--- config.mk ---
export PLATFORM = sky130hd
export DESIGN_NAME = mbit_reframe_mon
export DESIGN_NICKNAME = d
export VERILOG_FILES = /design/src/rtl/mbrm_pkg.sv /design/src/rtl/mbrm_window.sv /design/src/rtl/mbrm_febe.sv /design/src/rtl/mbit_reframe_mon.sv
export SDC_FILE = /design/constraint.sdc
export NUM_CORES = 1
export LEC_CHECK = 0
export BUFFER_PORTS_ARGS = -buffer_cell sky130_fd_sc_hd__buf_2
export CAP_MARGIN = 20
export CORE_AREA = 2 2 39 41
export CTS_CLUSTER_DIAMETER = 120
export DETAILED_ROUTE_END_ITERATION = 16
export DIE_AREA = 0 0 41 43
export SYNTH_ARGS = -nofsm -noshare
export SYNTH_HDL_FRONTEND = slang
export SYNTH_SLANG_ARGS = --single-unit
--- constraint.sdc ---
create_clock -name clk -period 5.3 [get_ports clk]
set_clock_uncertainty 0.15 [all_clocks]
set_input_delay 1.06 -clock clk [delete_from_list [all_inputs] [get_ports clk]]
set_output_delay 1.06 -clock clk [all_outputs]
set_load 0.01 [all_outputs]
--- src/rtl/mbrm_pkg.sv ---
package mbrm_pkg;

  typedef enum logic {
    FEBE_SRC_PARITY  = 1'b0,
    FEBE_SRC_PAR_FRM = 1'b1
  } febe_src_e;

  function automatic logic febe_qualify(input febe_src_e src,
                                        input logic par,
                                        input logic frm);
    logic q;
    q = par;
    if (src == FEBE_SRC_PAR_FRM) q = par | frm;
    return q;
  endfunction

endpackage

--- src/rtl/mbrm_window.sv ---
module mbrm_window #(
  parameter int WIN    = 4,
  parameter int THR_LO = 2,
  parameter int THR_HI = 3,
  localparam int CW    = $clog2(WIN + 1)
) (
  input  logic          clk,
  input  logic          rst_n,
  input  logic          stb,
  input  logic          err,
  input  logic          thr_hi,
  input  logic          off,
  output logic          hit,
  output logic [CW-1:0] win_cnt
);

  localparam logic [CW-1:0] TLO = CW'(THR_LO);
  localparam logic [CW-1:0] THI = CW'(THR_HI);

  logic [WIN-1:0] hist_q;
  logic [WIN-1:0] win_next;
  logic [CW-1:0]  thr_sel;

  function automatic logic [CW-1:0] ones(input logic [WIN-1:0] v);
    logic [CW-1:0] n;
    n = '0;
    for (int i = 0; i < WIN; i++) n = n + CW'(v[i]);
    return n;
  endfunction

  assign win_next = {hist_q[WIN-2:0], err};
  assign win_cnt  = ones(win_next);
  assign thr_sel  = thr_hi ? THI : TLO;
  assign hit      = stb && !off && (win_cnt >= thr_sel);

  always_ff @(posedge clk) begin
    if (!rst_n)   hist_q <= '0;
    else if (stb) hist_q <= hit ? '0 : win_next;
  end

  a_r6_hold_without_strobe: assert property (@(posedge clk) disable iff (!rst_n)
    !stb |=> $stable(hist_q));

  a_r5_clear_after_hit: assert property (@(posedge clk) disable iff (!rst_n)
    hit |=> (hist_q == '0));

  a_r4_keep_when_off: assert property (@(posedge clk) disable iff (!rst_n)
    (stb && off) |=> (hist_q[0] == $past(err)));

endmodule

--- src/rtl/mbrm_febe.sv ---
module mbrm_febe
  import mbrm_pkg::*;
(
  input  logic stb,
  input  logic cbit,
  input  logic wide,
  input  logic par,
  input  logic frm,
  output logic hit
);

  febe_src_e src;

  assign src = wide ? FEBE_SRC_PAR_FRM : FEBE_SRC_PARITY;
  assign hit = stb && cbit && febe_qualify(src, par, frm);

endmodule

--- src/rtl/mbit_reframe_mon.sv ---
module mbit_reframe_mon #(
  parameter int WIN    = 4,
  parameter int THR_LO = 2,
  parameter int THR_HI = 3,
  localparam int CW    = $clog2(WIN + 1)
) (
  input  logic clk,
  input  logic rst_n,
  input  logic mf_strobe,
  input  logic mbit_err,
  input  logic par_err,
  input  logic frm_err,
  input  logic cfg_thr3,
  input  logic cfg_rf_off,
  input  logic cfg_cbit,
  input  logic cfg_febe_wide,
  output logic reframe_req,
  output logic febe_pulse
);

  logic          rf_hit;
  logic          fb_hit;
  logic [CW-1:0] win_cnt;

  mbrm_window #(.WIN(WIN), .THR_LO(THR_LO), .THR_HI(THR_HI)) u_win (
    .clk     (clk),
    .rst_n   (rst_n),
    .stb     (mf_strobe),
    .err     (mbit_err),
    .thr_hi  (cfg_thr3),
    .off     (cfg_rf_off),
    .hit     (rf_hit),
    .win_cnt (win_cnt)
  );

  mbrm_febe u_febe (
    .stb  (mf_strobe),
    .cbit (cfg_cbit),
    .wide (cfg_febe_wide),
    .par  (par_err),
    .frm  (frm_err),
    .hit  (fb_hit)
  );

  always_ff @(posedge clk) begin
    if (!rst_n) begin
      reframe_req <= 1'b0;
      febe_pulse  <= 1'b0;
    end else begin
      reframe_req <= rf_hit;
      febe_pulse  <= fb_hit;
    end
  end

  a_r7_single_pulse: assert property (@(posedge clk) disable iff (!rst_n)
    reframe_req |=> !reframe_req);

  a_r7_after_strobe: assert property (@(posedge clk) disable iff (!rst_n)
    reframe_req |-> $past(mf_strobe));

  a_r4_off_blocks: assert property (@(posedge clk) disable iff (!rst_n)
    reframe_req |-> !$past(cfg_rf_off));

  a_r2_low_threshold: assert property (@(posedge clk) disable iff (!rst_n)
    reframe_req |-> ($past(win_cnt) >= CW'(THR_LO)));

  a_r3_high_threshold: assert property (@(posedge clk) disable iff (!rst_n)
    (reframe_req && $past(cfg_thr3)) |-> ($past(win_cnt) >= CW'(THR_HI)));

  a_r8_cbit_only: assert property (@(posedge clk) disable iff (!rst_n)
    febe_pulse |-> $past(cfg_cbit));

  a_r9_source: assert property (@(posedge clk) disable iff (!rst_n)
    febe_pulse |-> ($past(par_err) || ($past(cfg_febe_wide) && $past(frm_err))));

  a_r10_needs_strobe: assert property (@(posedge clk) disable iff (!rst_n)
    febe_pulse |-> $past(mf_strobe));

endmodule

Word level (Yosys, flattened, before mapping)
Index checks and enable logic that the tools add are counted.
{"block": "op_classes", "add_sub_neg": 3, "n_mul": 0, "div_mod_pow": 0, "magnitude_cmp": 1, "n_eq_ne": 0, "shift": 0, "muxes": 4, "n_bitwise": 1, "reduce_logical": 5}
{"op": "$logic_and 1x1->1", "n": 4}
{"op": "$add 2x1->3", "n": 1}
{"op": "$add 3x1->3", "n": 1}
{"op": "$ge 3x3->1", "n": 1}
{"op": "$mux 1", "n": 3}
{"op": "$mux 3", "n": 1}
{"op": "$add 1x1->2", "n": 1}
{"op": "$logic_not 1->1", "n": 1}
{"op": "$or 1x1->1", "n": 1}
{"block": "totals", "register_bits": 5, "latch_bits": 0, "ramBits": 0, "rom_bits": 0, "in_bits": 10, "output_inout_bits": 2, "word_cells": 17, "memories": 0}

Longest topological paths before layout
Gate-level depths: netlist (run 1).
{"block": "logic_depth", "word_depth": 6, "depth_mapped": 6, "ltp_nobuf": 6}

Modules after synthesis
A second synthesis (run 1) with hierarchy kept.
{"block": "unflattened", "cells_unflattened": 31, "hier_area_um2": 296.5}
{"mod": "mbrm_window", "instances": 1, "cells_each": 24, "area_per_inst_um2": 231.5, "seq_area_each_um2": 60.1}
{"mod": "mbit_reframe_mon", "instances": 1, "cells_each": 4, "area_per_inst_um2": 52.6, "seq_area_each_um2": 40.0}
{"mod": "mbrm_febe", "instances": 1, "cells_each": 3, "area_per_inst_um2": 12.5, "seq_area_each_um2": 0.0}

Worst setup path before layout (run 1)
OpenSTA, ideal clock, no wires.
{"block": "synth_timing", "path_type": "input to register", "startpoint": "input port mbit_err", "endpoint": "register reframe_req", "arrival_ns": 2.678, "required_ns": 5.033, "setup_slack_ns": 2.355, "path_stages": 6, "path_buffers": 0, "cell_sequence": "fa_1 ha_1 inv_1 ha_1 or3b_4 and4_2"}
{"block": "synth_between", "elab_chain_len": 5}
{"element": "start: declaration", "line_no": "mbit_reframe_mon.sv:10", "rtl": "input logic mbit_err,"}
{"element": "$add 1x1->2", "line_no": "mbrm_window.sv:27", "rtl": "for (int i = 0; i < WIN; i++) n = n + CW'(v[i]);"}
{"element": "$add 2x1->3", "line_no": "mbrm_window.sv:27"}
{"element": "$add 3x1->3", "line_no": "mbrm_window.sv:27"}
{"element": "$ge 3x3->1", "line_no": "mbrm_window.sv:34", "rtl": "assign hit = stb && !off && (win_cnt >= thr_sel);"}
{"element": "$logic_and 1x1->1", "line_no": "mbrm_window.sv:34"}
{"element": "end signal: assignment", "line_no": "mbit_reframe_mon.sv:50", "rtl": "reframe_req <= rf_hit;"}
{"element": "end: declaration", "line_no": "mbit_reframe_mon.sv:17", "rtl": "output logic reframe_req,"}
Every way passes these cells.
A chain may end at the register's enable or synchronous reset.

Final worst setup path (run 1)
{"block": "layout_timing", "startpoint": "input port mbit_err", "endpoint": "register u_win.hist_q[1]"}
{"block": "layout_between", "elab_chain_len": 6}
{"element": "$add 1x1->2", "line_no": "mbrm_window.sv:27"}
{"element": "$add 2x1->3", "line_no": "mbrm_window.sv:27"}
{"element": "$add 3x1->3", "line_no": "mbrm_window.sv:27"}
{"element": "$ge 3x3->1", "line_no": "mbrm_window.sv:34"}
{"element": "$logic_and 1x1->1", "line_no": "mbrm_window.sv:34"}
{"element": "$mux 3", "line_no": "mbrm_window.sv:38", "rtl": "else if (stb) hist_q <= hit ? '0 : win_next;"}
{"element": "end signal: assignment", "line_no": "mbrm_window.sv:38"}
{"element": "end: declaration", "line_no": "mbrm_window.sv:20", "rtl": "logic [WIN-1:0] hist_q;"}
Every way passes these cells.

==> results by group, run 1 <==
Placed design
  • Dpl hpwl: 415 um
  • Cell Area, Placed: 345 um2
  • Number of port buffers: 11
  • Placer Congestion: 0.696

Job
  • Max cap viols: 0

Clocking
  • Max H-tree Level: 1
  • CTS Hold Bufs: 0
  • Clk pin slew, worst setup/hold paths: 40 ps
  • Sink Count: 5
  • TritonCTS clock tree: done
  • Num CTS Buffers: 3
  • Post-CTS sizing: 0
  • Root buffer cell: clkbuf_4
  • Worst skew pair latency: 240 ps
  • Post-CTS setup buffer count: 0
  • CTS Buffer Depth: 2

Min path
  • Hold Path Stages: 2
  • Min-Delay Endpoint: u_win.hist_q[2]
  • Worst hold path class: flip-flop to flip-flop
  • Hold Startpoint: u_win.hist_q[2]

Power and ir drop
  • Worst vdd ir: 0.0585 mV
  • LEAKAGE: 0.191 nW
  • PwrDens: 261 nW/um2

Die
  • Num ports: 12
  • Die area: 1760 um2
  • Std-Cell Rows: 14
  • Die Ht: 43 um
  • Initial Utilization: 0.199
  • Core ar.: 1380 um2
  • Die X: 41 um

Run status
  • Status: complete, no violations

Synth
  • Synth area leader: dfxtp_1
  • Mapped Area: 275 um2
  • Avg Inst Size Synth: 11.0 um2
  • Register bit count reported by yosys: 5
  • Synthesized instance count: 25
  • Total number of yosys warnings: 0
  • Area contributors post-synth: dfxtp_1, ha_1, mux2i_1
  • Syn nets: 39
  • Seq/Total Area, Yosys: 0.364
  • Synth cell types: 14
  • Yosys top cell area share: 0.364

Finish
  • Most common cell after layout, fill and taps aside: buf_2
  • Number of fill cells: 147
  • Area growth syn-to-layout: 35.0%
  • Fin area: 372 um2
  • # diodes: 0
  • Most frequent cells in the layout: buf_2, dfxtp_1
  • NumNets Final: 54
  • Fraction of layout cells with a size suffix above 1: 0.436

Timing
  • Final period utilization: 0.542
  • Final Hold Fails: 0
  • Slew Limit Fails: 0
  • Slew of the pin with the lowest slew margin: 199 ps
  • Slew margin rel.: 0.867
  • Setup violations, final: 0
  • Setup TNS: 0 ps
  • Fmax: 348 MHz
  • Final min period: 2870 ps
  • RSZ-0062 raised after global routing: false

Global route
  • First-pass GRT wire length: 903 um
  • Number of global-route vias before repair: 250
  • Initial antenna violation count: 0
  • Largest net degree at the start of global routing: 6
  • Overflow after GRT: 0
  • Total GRT Usage: 0.0834

Setup path
  • Critical path endpoint category: flip-flop
  • Depth of the most critical reg-to-reg path: 6
  • CP Launch Type: input port
  • Crit Reg-Reg Endpoint: u_win.hist_q[1]
  • Critical path class: input port to flip-flop
  • R2R Setup Slk: 3050 ps
  • Crit path DAT: 2870 ps
  • CP Max Fanout: 4
  • CP required: 5300 ps
  • Worst reg2reg startpoint: u_win.hist_q[0]

Detailed routing
  • Initial DRC Count: 1
  • Via density: 4.18
  • Remaining DRCs: 0
  • WL final: 492 um
  • Detail Route Antenna Nets: 0
  • Post-DR wirelength/cell: 8.95 um
  • First-pass DRT Iterations: 2
  • Via count: 230
-- cells by family (layout without fill, tap and decap cells) --
logic type | count (synthesis) | count (layout) | synth area share
simple gates | 6 | 6 | 0.159
flops | 5 | 5 | 0.364
fa+ha+maj | 4 | 4 | 0.209
compound gates | 4 | 4 | 0.114
mux | 3 | 3 | 0.109
buf+inv | 3 | 17 | 0.0454
-- per-stage QoR --
step                      power, mW  setup WS, ps  instances  hold slack [ps]  utilization
final                        0.0969          2430         55              414        0.269
after global routing          0.105          2330         55              461        0.269
after CTS                    0.0992          2410         55              413        0.269
after detailed placement     0.0554          2160         51              407        0.250
after global placement       0.0550          2180         51              405        0.250
after floorplan              0.0497          2350         25              366            -
-- worst max path at each step --
stage                         from              end  slack (ps)
final                     mbit_err  u_win.hist_q[1]        2430
after global routing      mbit_err  u_win.hist_q[2]        2330
after CTS                 mbit_err  u_win.hist_q[1]        2410
after global placement    mbit_err  u_win.hist_q[1]        2180
after detailed placement  mbit_err  u_win.hist_q[1]        2160
after floorplan           mbit_err      reframe_req        2350
-- registers in the layout, summed over array words and instances (netlist names) --
| register | flops |
|---|---|
| u_win.hist_q | 3 |
| reframe_req | 1 |
| febe_pulse | 1 |
-- cell type report --
class,count,area [um2],area share
multi-input cells,17,163,0.438
flip-flops and latches,5,100,0.269
repair buffers,11,55.1,0.148
clock buffers,4,26.3,0.0707
well taps,16,20.0,0.0539
inverters,2,7.51,0.0202
-- worst max-delay path, stage by stage --
cell      delay (ps)
buf_2            110
fa_1             470
ha_1             280
inv_1             40
ha_1             260
or3b_4           390
a311oi_1         250
-- power breakdown --
part / total [mW] / switching, mW / internal, mW
Sequential: 0.0398 / 0.000792 / 0.0390
Clock: 0.0423 / 0.0139 / 0.0284
Combinational: 0.0148 / 0.00694 / 0.00787
Total: 0.0969 / 0.0216 / 0.0752
-- cells in the mapped netlist --
cell and instances:
mux2i_1 3, ha_1 3, nand3_1 1, fa_1 1, or3b_4 1, a311oi_1 3, or2_2 1, clkbuf_2 1
and2b_1 1, a21oi_1 1, nor2_1 1, dfxtp_1 5, inv_1 2, and4_2 1
-- per-layer routing --
layer / up-vias / wire [um] / global-route usage
met1: 102 / 188 / 0.0839
met4: 0 / 12 / 0.100
li1: 119 / - / -
met2: 7 / 269 / 0.113
met5: - / 0 / 0
met3: 2 / 20 / 0.0314
Power figures use the tool's default switching activity.
==> inputs of run 2 (changes only) <==
clock period = 2.7 ns   (was 5.3 ns; I/O delays follow)
==> results by group, run 2 (synthesis results as in run 1) <==
Run status
  • Status: complete, no violations

Global route
  • Largest net degree at the start of global routing: 6
  • Overflow after GRT: 0
  • Number of global-route vias before repair: 212
  • First-pass GRT wire length: 724 um
  • Total GRT Usage: 0.0672
  • Initial antenna violation count: 0

Detailed routing
  • Remaining DRCs: 0
  • First-pass DRT Iterations: 2
  • Wl on met1: 183 um
  • Via density: 4.02
  • Post-DR wirelength/cell: 7.78 um
  • Detail Route Antenna Nets: 0
  • Via count: 221
  • WL final: 428 um
  • WL met2: 212 um
  • DR top layer: met4
  • Met3 wire len: 18 um
  • Initial DRC Count: 2

Setup path
  • CP most frequent cell: ha_1
  • WP buf/inv: 2
  • Highest-delay cell along the critical path: fa_1
  • Critical path endpoint category: flip-flop
  • Critical path class: input port to flip-flop
  • Worst path max stage delay: 470 ps
  • CP Launch Type: input port
  • CP required: 2700 ps
  • Crit-path leading delay family: adder cells
  • CP Max Fanout: 4
  • Worst path cell trace: buf_2 > fa_1 > ha_1 > inv_1 > ha_1 > or3b_4 > a311oi_1
  • Crit path DAT: 2350 ps

Clocking
  • Num CTS Buffers: 3
  • TritonCTS clock tree: done
  • Worst skew pair latency: 240 ps
  • Post-CTS setup buffer count: 0
  • CTS Hold Bufs: 0
  • Sink Count: 5
  • Root buffer cell: clkbuf_4
  • CTS Buffer Depth: 2
  • Post-CTS sizing: 0
  • Max H-tree Level: 1
  • Clk pin slew, worst setup/hold paths: 40 ps

Timing
  • Final Hold Fails: 0
  • Setup violations, final: 0
  • Fmax: 426 MHz
  • Slew Limit Fails: 0
  • Slew of the pin with the lowest slew margin: 198 ps
  • Final period utilization: 0.870
  • Final min period: 2350 ps
  • Setup TNS: 0 ps
  • Slew margin rel.: 0.867
  • RSZ-0062 raised after global routing: false
  • PnR worst setup slack: 352 ps
  • Final hold slack: 375 ps

Die
  • Die area: 1760 um2
  • Core ar.: 1380 um2
  • Die Ht: 43 um
  • Std-Cell Rows: 14
  • Initial Utilization: 0.199
  • Die X: 41 um
  • Num ports: 12

Finish
  • Largest regs: u_win.hist_q: 3 flops, febe_pulse: 1 flops, reframe_req: 1 flops
  • Fraction of layout cells with a size suffix above 1: 0.436
  • Most frequent cells in the layout: buf_2, dfxtp_1
  • Fin area: 372 um2
  • NumNets Final: 54
  • Number of fill cells: 151
  • Post-route non-filler standard cell count: 55
  • # diodes: 0
  • Most common cell after layout, fill and taps aside: buf_2
  • Util after Layout: 0.269
  • Max FFs per register: 3
  • Area growth syn-to-layout: 35.0%
  • Biggest register: u_win.hist_q

Min path
  • Worst hold path class: input port to flip-flop

Power and ir drop
  • PwrDens: 512 nW/um2
  • Power, Total: 0.190 mW
  • LEAKAGE: 0.191 nW
  • Worst vdd ir: 0.166 mV

Placed design
  • Cell Area, Placed: 345 um2
  • Number of port buffers: 11
  • Placer Congestion: 0.584
  • Pre-CTS setup slack: 88.2 ps
  • DP Cell Count: 51

Job
  • Max cap viols: 0
## run 2: worst paths after layout
check	end	slack, ps	start	cells after the start
min reg2reg	u_win.hist_q[2]	410	u_win.hist_q[2]	2
max reg2reg	u_win.hist_q[2]	450	u_win.hist_q[0]	6
max	u_win.hist_q[2]	350	mbit_err	7
min	febe_pulse	370	par_err	3
## run 2: worst register-to-register path, delay by kind of cell, from the launching register on
family                     cells  cell delay, ps
and+or+nand+nor                1             390
adders and majority gates      3             980
DFF                            1             360
AOI/OAI and AO/OA              1             250
buffers and inverters          1              40
## run 2: power breakdown
part	total [mW]	leakage (nW)	internal (mW)	switching (mW)
logic	0.0283	0.135	0.0155	0.0128
clock network	0.0838	0.0150	0.0557	0.0280
registers	0.0781	0.0407	0.0766	0.00153
## run 2: layout make-up
type,count,area (um2),area share
Clock buffer,4,26.3,0.0707
Inverter,2,7.51,0.0202
Multi-Input combinational cell,17,163,0.438
Sequential cell,5,100,0.269
Tap cell,16,20.0,0.0539
Timing Repair Buffer,11,55.1,0.148
## run 2: routing by layer
| metal | global-route usage | vias to the layer above |
|---|---|---|
| met5 | 0 | - |
| met4 | 0.0800 | 0 |
| met1 | 0.0609 | 93 |
| li1 | - | 121 |
| met2 | 0.0938 | 5 |
| met3 | 0.0314 | 2 |
